--- config.mk ---
export PLATFORM = sky130hd
export DESIGN_NAME = txq_chan_router
export DESIGN_NICKNAME = d
export VERILOG_FILES = /design/src/rtl/txq_router_pkg.sv /design/src/rtl/txq_lowest_pick.sv /design/src/rtl/txq_req_matrix.sv /design/src/rtl/txq_chan_router.sv
export SDC_FILE = /design/constraint.sdc
export NUM_CORES = 1
export LEC_CHECK = 0
export ABC_AREA = 0
export BUFFER_PORTS_ARGS = -buffer_cell sky130_fd_sc_hd__clkbuf_2
export CORE_MARGIN = 3
export CORE_UTILIZATION = 50
export DETAILED_ROUTE_END_ITERATION = 10
export GPL_TIMING_DRIVEN = 0
export PLACE_DENSITY = 0.79
export SETUP_SLACK_MARGIN = 0.1
export SYNTH_ARGS = -nofsm -noshare
export SYNTH_HDL_FRONTEND = slang
export SYNTH_SLANG_ARGS = --single-unit
--- constraint.sdc ---
create_clock -name clk -period 5.38 [get_ports clk]
set_input_delay 0.538 -clock clk [delete_from_list [all_inputs] [get_ports clk]]
set_output_delay 0.538 -clock clk [all_outputs]
set_load 0.01 [all_outputs]
--- src/rtl/txq_router_pkg.sv ---
package txq_router_pkg;

    typedef enum logic [2:0] {
        K_STAT  = 3'd0,
        K_EMPTY = 3'd1,
        K_CHEN  = 3'd2,
        K_CHAIN = 3'd3,
        K_IRQM  = 3'd4
    } reg_kind_e;

    localparam int STAT_W     = 10;
    localparam int POS_ACTIVE = 0;
    localparam int POS_CHAN   = 1;
    localparam int CHAN_FW    = 4;
    localparam int POS_WLEFT  = 5;
    localparam int POS_ACKM   = 8;
    localparam int EN_OFS     = 10;
    localparam int MASK_OFS   = 16;

    // bits that hold state; the others read 0
    localparam logic [STAT_W-1:0] STAT_LIVE = 10'b01_0011_1111;

endpackage

--- src/rtl/txq_lowest_pick.sv ---
module txq_lowest_pick #(
    parameter int N  = 16,
    parameter int IW = (N > 1) ? $clog2(N) : 1
) (
    input  logic [N-1:0]  vec,
    output logic [IW-1:0] idx,
    output logic          any
);
    always_comb begin
        idx = '0;
        for (int i = N - 1; i >= 0; i--) begin
            if (vec[i]) idx = IW'(i);
        end
        any = |vec;
    end
endmodule

--- src/rtl/txq_req_matrix.sv ---
module txq_req_matrix
    import txq_router_pkg::*;
#(
    parameter int NQ  = 16,
    parameter int NCH = 8,
    parameter int QW  = $clog2(NQ)
) (
    input  logic [NQ-1:0]         active,
    input  logic [NQ-1:0]         empty,
    input  logic [NQ*CHAN_FW-1:0] chan_fld,
    input  logic [NCH-1:0]        chen,
    output logic [NCH-1:0]        req,
    output logic [NCH*QW-1:0]     qsel
);
    logic [NQ-1:0] ready;
    assign ready = active & ~empty;

    for (genvar c = 0; c < NCH; c++) begin : g_chan
        logic [NQ-1:0] hit;
        logic          any;
        for (genvar q = 0; q < NQ; q++) begin : g_q
            assign hit[q] = ready[q] && (chan_fld[q*CHAN_FW +: CHAN_FW] == CHAN_FW'(c));
        end
        txq_lowest_pick #(.N(NQ), .IW(QW)) u_pick (
            .vec (hit),
            .idx (qsel[c*QW +: QW]),
            .any (any)
        );
        assign req[c] = any & chen[c];
    end
endmodule

--- src/rtl/txq_chan_router.sv ---
module txq_chan_router
    import txq_router_pkg::*;
#(
    parameter int NQ  = 16,
    parameter int NCH = 8,
    parameter int QW  = $clog2(NQ)
) (
    input  logic              clk,
    input  logic              rst_n,
    input  logic              wr_en,
    input  logic [2:0]        wr_kind,
    input  logic [QW-1:0]     wr_queue,
    input  logic [31:0]       wr_data,
    input  logic [2:0]        rd_kind,
    input  logic [QW-1:0]     rd_queue,
    output logic [31:0]       rd_data,
    input  logic [NQ-1:0]     rdptr_adv,
    output logic [NQ-1:0]     irq_out,
    output logic [NCH-1:0]    chan_req,
    output logic [NCH*QW-1:0] chan_qsel
);
    typedef struct packed {
        logic [NQ-1:0][STAT_W-1:0] stat;
        logic [NQ-1:0]             empty;
        logic [NCH-1:0]            chen;
        logic [NQ-1:0]             chain;
        logic [NQ-1:0]             irqm;
        logic [NQ-1:0]             irq;
    } regs_t;

    regs_t st_d, st_q;

    always_comb begin
        logic [STAT_W-1:0] en_bits;
        logic [NQ-1:0]     emask;
        st_d    = st_q;
        en_bits = wr_data[EN_OFS +: STAT_W];
        emask   = wr_data[MASK_OFS +: NQ];
        if (wr_en) begin
            case (wr_kind)
                K_STAT:  st_d.stat[wr_queue] = ((st_q.stat[wr_queue] & ~en_bits)
                                               | (wr_data[STAT_W-1:0] & en_bits)) & STAT_LIVE;
                K_EMPTY: st_d.empty = (st_q.empty & ~emask) | (wr_data[NQ-1:0] & emask);
                K_CHEN:  st_d.chen  = wr_data[NCH-1:0];
                K_CHAIN: st_d.chain = wr_data[NQ-1:0];
                K_IRQM:  st_d.irqm  = wr_data[NQ-1:0];
                default: ;
            endcase
        end
        st_d.irq = rdptr_adv & st_q.irqm;
    end

    always_ff @(posedge clk) begin
        if (!rst_n) begin
            st_q       <= '0;
            st_q.empty <= '1;
        end else begin
            st_q <= st_d;
        end
    end

    logic [NQ-1:0]         active_v;
    logic [NQ*CHAN_FW-1:0] chan_v;
    logic [NQ*STAT_W-1:0]  stat_flat;
    logic [NQ-1:0]         empty_now;
    logic [NCH-1:0]        chen_now;

    for (genvar q = 0; q < NQ; q++) begin : g_unpack
        assign active_v[q]                   = st_q.stat[q][POS_ACTIVE];
        assign chan_v[q*CHAN_FW +: CHAN_FW]  = st_q.stat[q][POS_CHAN +: CHAN_FW];
        assign stat_flat[q*STAT_W +: STAT_W] = st_q.stat[q];
    end
    assign empty_now = st_q.empty;
    assign chen_now  = st_q.chen;

    txq_req_matrix #(.NQ(NQ), .NCH(NCH), .QW(QW)) u_matrix (
        .active   (active_v),
        .empty    (st_q.empty),
        .chan_fld (chan_v),
        .chen     (st_q.chen),
        .req      (chan_req),
        .qsel     (chan_qsel)
    );

    always_comb begin
        rd_data = '0;
        case (rd_kind)
            K_STAT:  rd_data[STAT_W-1:0] = st_q.stat[rd_queue];
            K_EMPTY: rd_data[NQ-1:0]     = st_q.empty;
            K_CHEN:  rd_data[NCH-1:0]    = st_q.chen;
            K_CHAIN: rd_data[NQ-1:0]     = st_q.chain;
            K_IRQM:  rd_data[NQ-1:0]     = st_q.irqm;
            default: rd_data             = '0;
        endcase
    end

    assign irq_out = st_q.irq;
endmodule

==> impl_metrics.yaml, run 1 <==
run_status:
  status: "completed"
synthesis:
  yosys.area.top_type: "dfxtp_1"
  synthArstFlopShare_pct: 0
  synth-seq-area-share_pct: 30.8
  syn_area_sq_mm: 0.0120
  synth_edf_count: 0
  ys_types: 76
  ys_warn_count: 0
  synth_xor_xnor_area_share_pct: 0
  synth_top_family_by_area: "simple AND/OR/NAND/NOR gates"
  synthAdderAreaFrac_pct: 0
  synth-compound-area-share_pct: 21.8
  synth_flop_cell: "dfxtp_1"
  synth_top_area_share_pct: 30.8
  synth.avg_cell_area_sq_um: 8.27
  syn_inst: 1446
  ys_seq_elements: 184
  synthSimpleGateAreaFrac_pct: 28.1
  synthMuxAreaShare_pct: 12.9
  synthTopCellsByArea: "dfxtp_1 31%, mux4_2 7.0%, nand3_1 6.8%"
power_and_ir_drop:
  p_comb_share_pct: 9.6
  p_leak_nw: 5.07
  p_int_mw: 2.15
  switchingPower_mw: 0.943
  seq_power_share_pct: 44.9
  sw_frac_of_total_pct: 30.5
  power_density_mw_per_mm2: 225
  pwr-share-clk_pct: 45.5
  ir_drop_uv: 162
sta:
  max-slew-margin-rel_pct: 17.0
  whs_ns: 0.301
  post-route-period-util_pct: 67.4
  maxSlewViolCount: 0
  max_freq_mhz: 276
  finalHoldViolCount: 0
  post-route-min-period_ns: 3.62
  tns_ns: 0
  setup_viol: 0
  worst_slew_pin_slew_ns: 1.23
  grt_setup_unrepaired: "false"
  finalClockSkew_ns: 0.0194
setup_path:
  crit_path_max_fanout: 8
  start_kind: "flop"
  crit_chain: "nor4b_1, nand3_1, o21ai_0, o31ai_1, a311oi_1, clkbuf_2"
  cp.required_ns: 4.84
  path_class: "flop to primary output"
  slowest_delay_ns: 0.83
  end_kind: "primary output"
  cp_top_family: "simple AND/OR/NAND/NOR gates"
  critPathArrivalTime_ns: 3.09
  critPathSlowestCell: "nor4b_1"
  crit_buf_inv: 1
final_layout:
  num_antenna_cells: 0
  area_delta_synth_final_pct: 14.7
  layout_commonest_cell: "dfxtp_1"
  multi_input_area_sq_mm: 0.00757
  ff_latch_area_sq_mm: 0.00368
  final_nets: 1675
  n_fill_cell: 2104
  layout_common_cells: "184 x dfxtp_1, 181 x nand2_1, 162 x nand3_1"
  drive_above_1_share_pct: 20.0
global_route:
  grt_pass1_vias: 11900
  grt-ovfl-total: 0
  grt_pass1_wl_microns: 74100
  track_usage_pct: 37.8
  grt_max_degree: 25
  antenna_found_initial: 0
routing:
  wl_per_cell_microns: 25.9
  vias_per_cell: 6.64
  ant_nets: 0
  drt_iter0_drc: 1803
  drc: 0
  routed_wl_microns: 50100
  num_vias: 12900
  dr.pass1.iters: 6
flow_run:
  cap_violations: 0
place:
  gp_congestion: 1.05
  portBuffers: 130
  hpwl_microns: 39600
clock_tree:
  clock-sinks: 184
  cts_max_path_buffers: 2
  cts-root-buf: "clkbuf_16"
  cts_tree: "built"
  h-tree-depth: 4
  numCtsBuffers: 17
  postCtsHoldBufs: 0
  cts_setup_buffers: 0
  cts_resized: 0
  cts.clk_slew.worst_paths_ns: 0.10
  insertion_delay_ns: 0.46
die:
  dieArea_sq_mm: 0.0258
  rows: 55
  fp.coreArea_sq_mm: 0.0231
  initial_utilization_pct: 51.9
  ios: 153
  fp.dieW_microns: 161
  die_h_microns: 161
min_path:
  worst_hold_path_type: "input port to flop"
## logic make-up after synthesis
kind of cell	Yosys count
AND/OR/NAND/NOR	634
AO/OA/AOI/OAI	385
flip-flops	184
buffers and inverters	144
multiplexers	98
other	1
## through the flow
stage / worst slack [ns] / power, mW / util [%] / cells / instance area [sq um]
after floorplan: 2.77 / 1.59 / - / 1461 / 12000
after global placement: 1.89 / 1.70 / 56.6 / 1904 / 13100
after detailed placement: 1.91 / 1.70 / 56.6 / 1904 / 13100
after CTS: 1.91 / 3.08 / 59.5 / 1936 / 13700
after global routing: 1.69 / 3.16 / 59.5 / 1936 / 13700
final: 1.76 / 3.09 / 59.5 / 1936 / 13700
## registers in the layout, summed over array words and instances (netlist names), named ones only
register,cells
active_v,16
chan_v,64
st_q,64
chen_now,8
irq_out,16
## cell usage after synthesis, types with 6 or more instances
library cell	n
a211oi_1	11
a21boi_0	55
a21oi_1	28
a221oi_1	9
a22oi_1	25
a31oi_1	9
and2_1	6
and3_1	22
and3b_1	7
buf_2	10
buf_4	39
clkbuf_1	74
dfxtp_1	184
inv_1	9
mux2_2	16
mux2i_1	40
mux4_2	37
nand2_1	181
nand2b_1	17
nand3_1	162
nand3b_1	19
nand4bb_1	8
nor2_1	74
nor2b_1	29
nor3_1	23
nor3b_1	8
nor4_1	6
nor4b_1	6
o211ai_1	24
o21ai_0	88
o21ai_1	41
o21ai_2	10
o22ai_1	34
o2bb2ai_1	9
o311ai_2	7
o31ai_1	6
or2_2	12
or4_1	8
or4b_2	9
## routing by layer
layer / part of all wire (%) / vias to the layer above / GRT usage [%]
met5: 0 / - / 0
li1: - / 5718 / -
met1: 41 / 6190 / 51.4
met4: 5.5 / 0 / 17.8
met2: 44 / 806 / 58.2
met3: 9.9 / 141 / 7.27
## final timing paths
check             cells after the start  slack [ns]       endpoint           from
setup reg to reg                      7        2.94     chan_v[17]     chan_v[53]
hold / removal                        2        0.30    irq_out[10]  rdptr_adv[10]
setup / recovery                      6        1.76  chan_qsel[13]     chan_v[45]
hold reg to reg                       2        0.48       st_q[32]       st_q[32]
## worst register-to-register path, cell delays in order (launching register included)
cell and delay [ns]:
dfxtp_1 0.31, clkbuf_1 0.24, mux4_1 0.60, mux2i_1 0.35, nand3b_1 0.14, o311ai_2 0.24, buf_4 0.33, o21ai_1 0.10
## layout make-up
class                           instances  share of cell area, %
Buffer                                135                   5.33
Multi-Input combinational cell       1133                   55.2
Sequential cell                       184                   26.9
Clock inverter                         15                   1.69
Tap cell                              313                   2.86
Inverter                                9                  0.246
Timing Repair Buffer                  130                   4.74
Clock buffer                           17                   3.10
## power groups by stage
stage                     clock, mW  combinational, mW  sequential, mW
after global routing           1.46              0.311            1.39
after floorplan                   0              0.176            1.41
final                          1.41              0.297            1.39
after detailed placement          0              0.285            1.42
after CTS                      1.41              0.286            1.39
after global placement            0              0.282            1.42
(Power assumes the default switching activity.)
==> run 2: changes to the inputs <==
- clock period: 5.38 -> 3.6 ns (I/O delays scaled with it)
==> impl_metrics.yaml, run 2 (synthesized netlist as in run 1, its figures left out) <==
setup_path:
  crit_buf_inv: 1
  path_depth: 6
  critPathSlowestCell: "nor4b_1"
  crit_chain: "nor4b_1, nand3_1, o21ai_0, o31ai_1, a311oi_1, clkbuf_2"
  start_kind: "flop"
  end_kind: "primary output"
  critPathArrivalTime_ns: 3.10
  cp_top_family: "simple AND/OR/NAND/NOR gates"
  path_class: "flop to primary output"
  worstRegToRegCells: 7
  crit_path_max_fanout: 8
  cp.required_ns: 3.24
  slowest_delay_ns: 0.83
sta:
  grt_setup_unrepaired: "false"
  maxSlewViolCount: 0
  layout_setup_ws_ns: 0.135
  tns_ns: 0
  post-route-min-period_ns: 3.46
  worst_slew_pin_slew_ns: 1.23
  max-slew-margin-rel_pct: 17.0
  post-route-period-util_pct: 96.2
  finalHoldViolCount: 0
  finalClockSkew_ns: 0.0172
  max_freq_mhz: 289
  setup_viol: 0
global_route:
  antenna_found_initial: 0
  grt_pass1_vias: 11900
  track_usage_pct: 37.8
  grt_max_degree: 25
  grt_pass1_wl_microns: 74100
  grt-ovfl-total: 0
clock_tree:
  numCtsBuffers: 17
  clock-sinks: 184
  postCtsHoldBufs: 0
  cts_max_path_buffers: 2
  cts-root-buf: "clkbuf_16"
  cts_tree: "built"
  cts.clk_slew.worst_paths_ns: 0.10
  cts_setup_buffers: 0
  h-tree-depth: 4
  insertion_delay_ns: 0.46
  cts_resized: 0
die:
  ios: 153
  die_h_microns: 161
  fp.dieW_microns: 161
  dieArea_sq_mm: 0.0258
  initial_utilization_pct: 51.9
  rows: 55
  fp.coreArea_sq_mm: 0.0231
routing:
  vias_per_cell: 6.65
  wl_per_cell_microns: 25.9
  num_vias: 12900
  routed_wl_microns: 50100
  drt_iter0_drc: 1780
  dr.pass1.iters: 6
  ant_nets: 0
  drc: 0
min_path:
  hold_depth: 2
  worst_hold_path_type: "input port to flop"
final_layout:
  layout_common_cells: "184 x dfxtp_1, 181 x nand2_1, 162 x nand3_1"
  drive_above_1_share_pct: 20.0
  area_delta_synth_final_pct: 14.8
  n_fill_cell: 2105
  final_nets: 1675
  layout_commonest_cell: "dfxtp_1"
  num_antenna_cells: 0
run_status:
  status: "completed"
flow_run:
  cap_violations: 0
place:
  portBuffers: 130
  place_ws_ns: 0.467
  gp_congestion: 1.05
  hpwl_microns: 39600
power_and_ir_drop:
  power_density_mw_per_mm2: 337
  p_leak_nw: 5.07
  ir_drop_uv: 242
## run 2: metrics by stage
stage               utilization [%]  hold slack (ns)  power [mW]  instance area, sq um  instances
finish                         59.5            0.124        4.62                 13700       1936
CTS                            59.5            0.120        4.60                 13700       1936
global route                   59.5            0.122        4.72                 13700       1936
floorplan                         -            0.440        2.37                 12000       1461
detailed placement             56.6            0.461        2.55                 13100       1904
global placement               56.6            0.449        2.54                 13100       1904
## run 2: final cells by class
class	count	area, sq um	share of cell area [%]
plain buffers	135	731	5.32
clock buffers	17	425	3.10
clock inverters	15	231	1.69
inverters	9	33.8	0.246
multi-input cells	1133	7580	55.2
flip-flops and latches	184	3680	26.8
well taps	313	392	2.85
repair buffers	130	651	4.74
## run 2: metal layers
metal  part of all wire [%]  wire length, microns  up-vias  GRT usage (%)
met1                     41                 20500     6209           51.4
met4                    5.5                  2770        0           17.8
met5                      0                     0        -              0
li1                       -                     -     5712              -
met3                    9.7                  4880      150           7.27
met2                     44                 22000      804           58.2
## run 2: final timing paths
check | from | endpoint | slack [ns]
setup / recovery | chan_v[45] | chan_qsel[13] | 0.14
hold / removal | rdptr_adv[10] | irq_out[10] | 0.12
setup reg to reg | chan_v[53] | chan_v[1] | 1.16
hold reg to reg | st_q[32] | st_q[32] | 0.48
## run 2: report_power, final
| part | switching (mW) | internal [mW] |
|---|---|---|
| combinational | 0.288 | 0.155 |
| sequential | 0.0230 | 2.05 |
| clock | 1.10 | 1.01 |
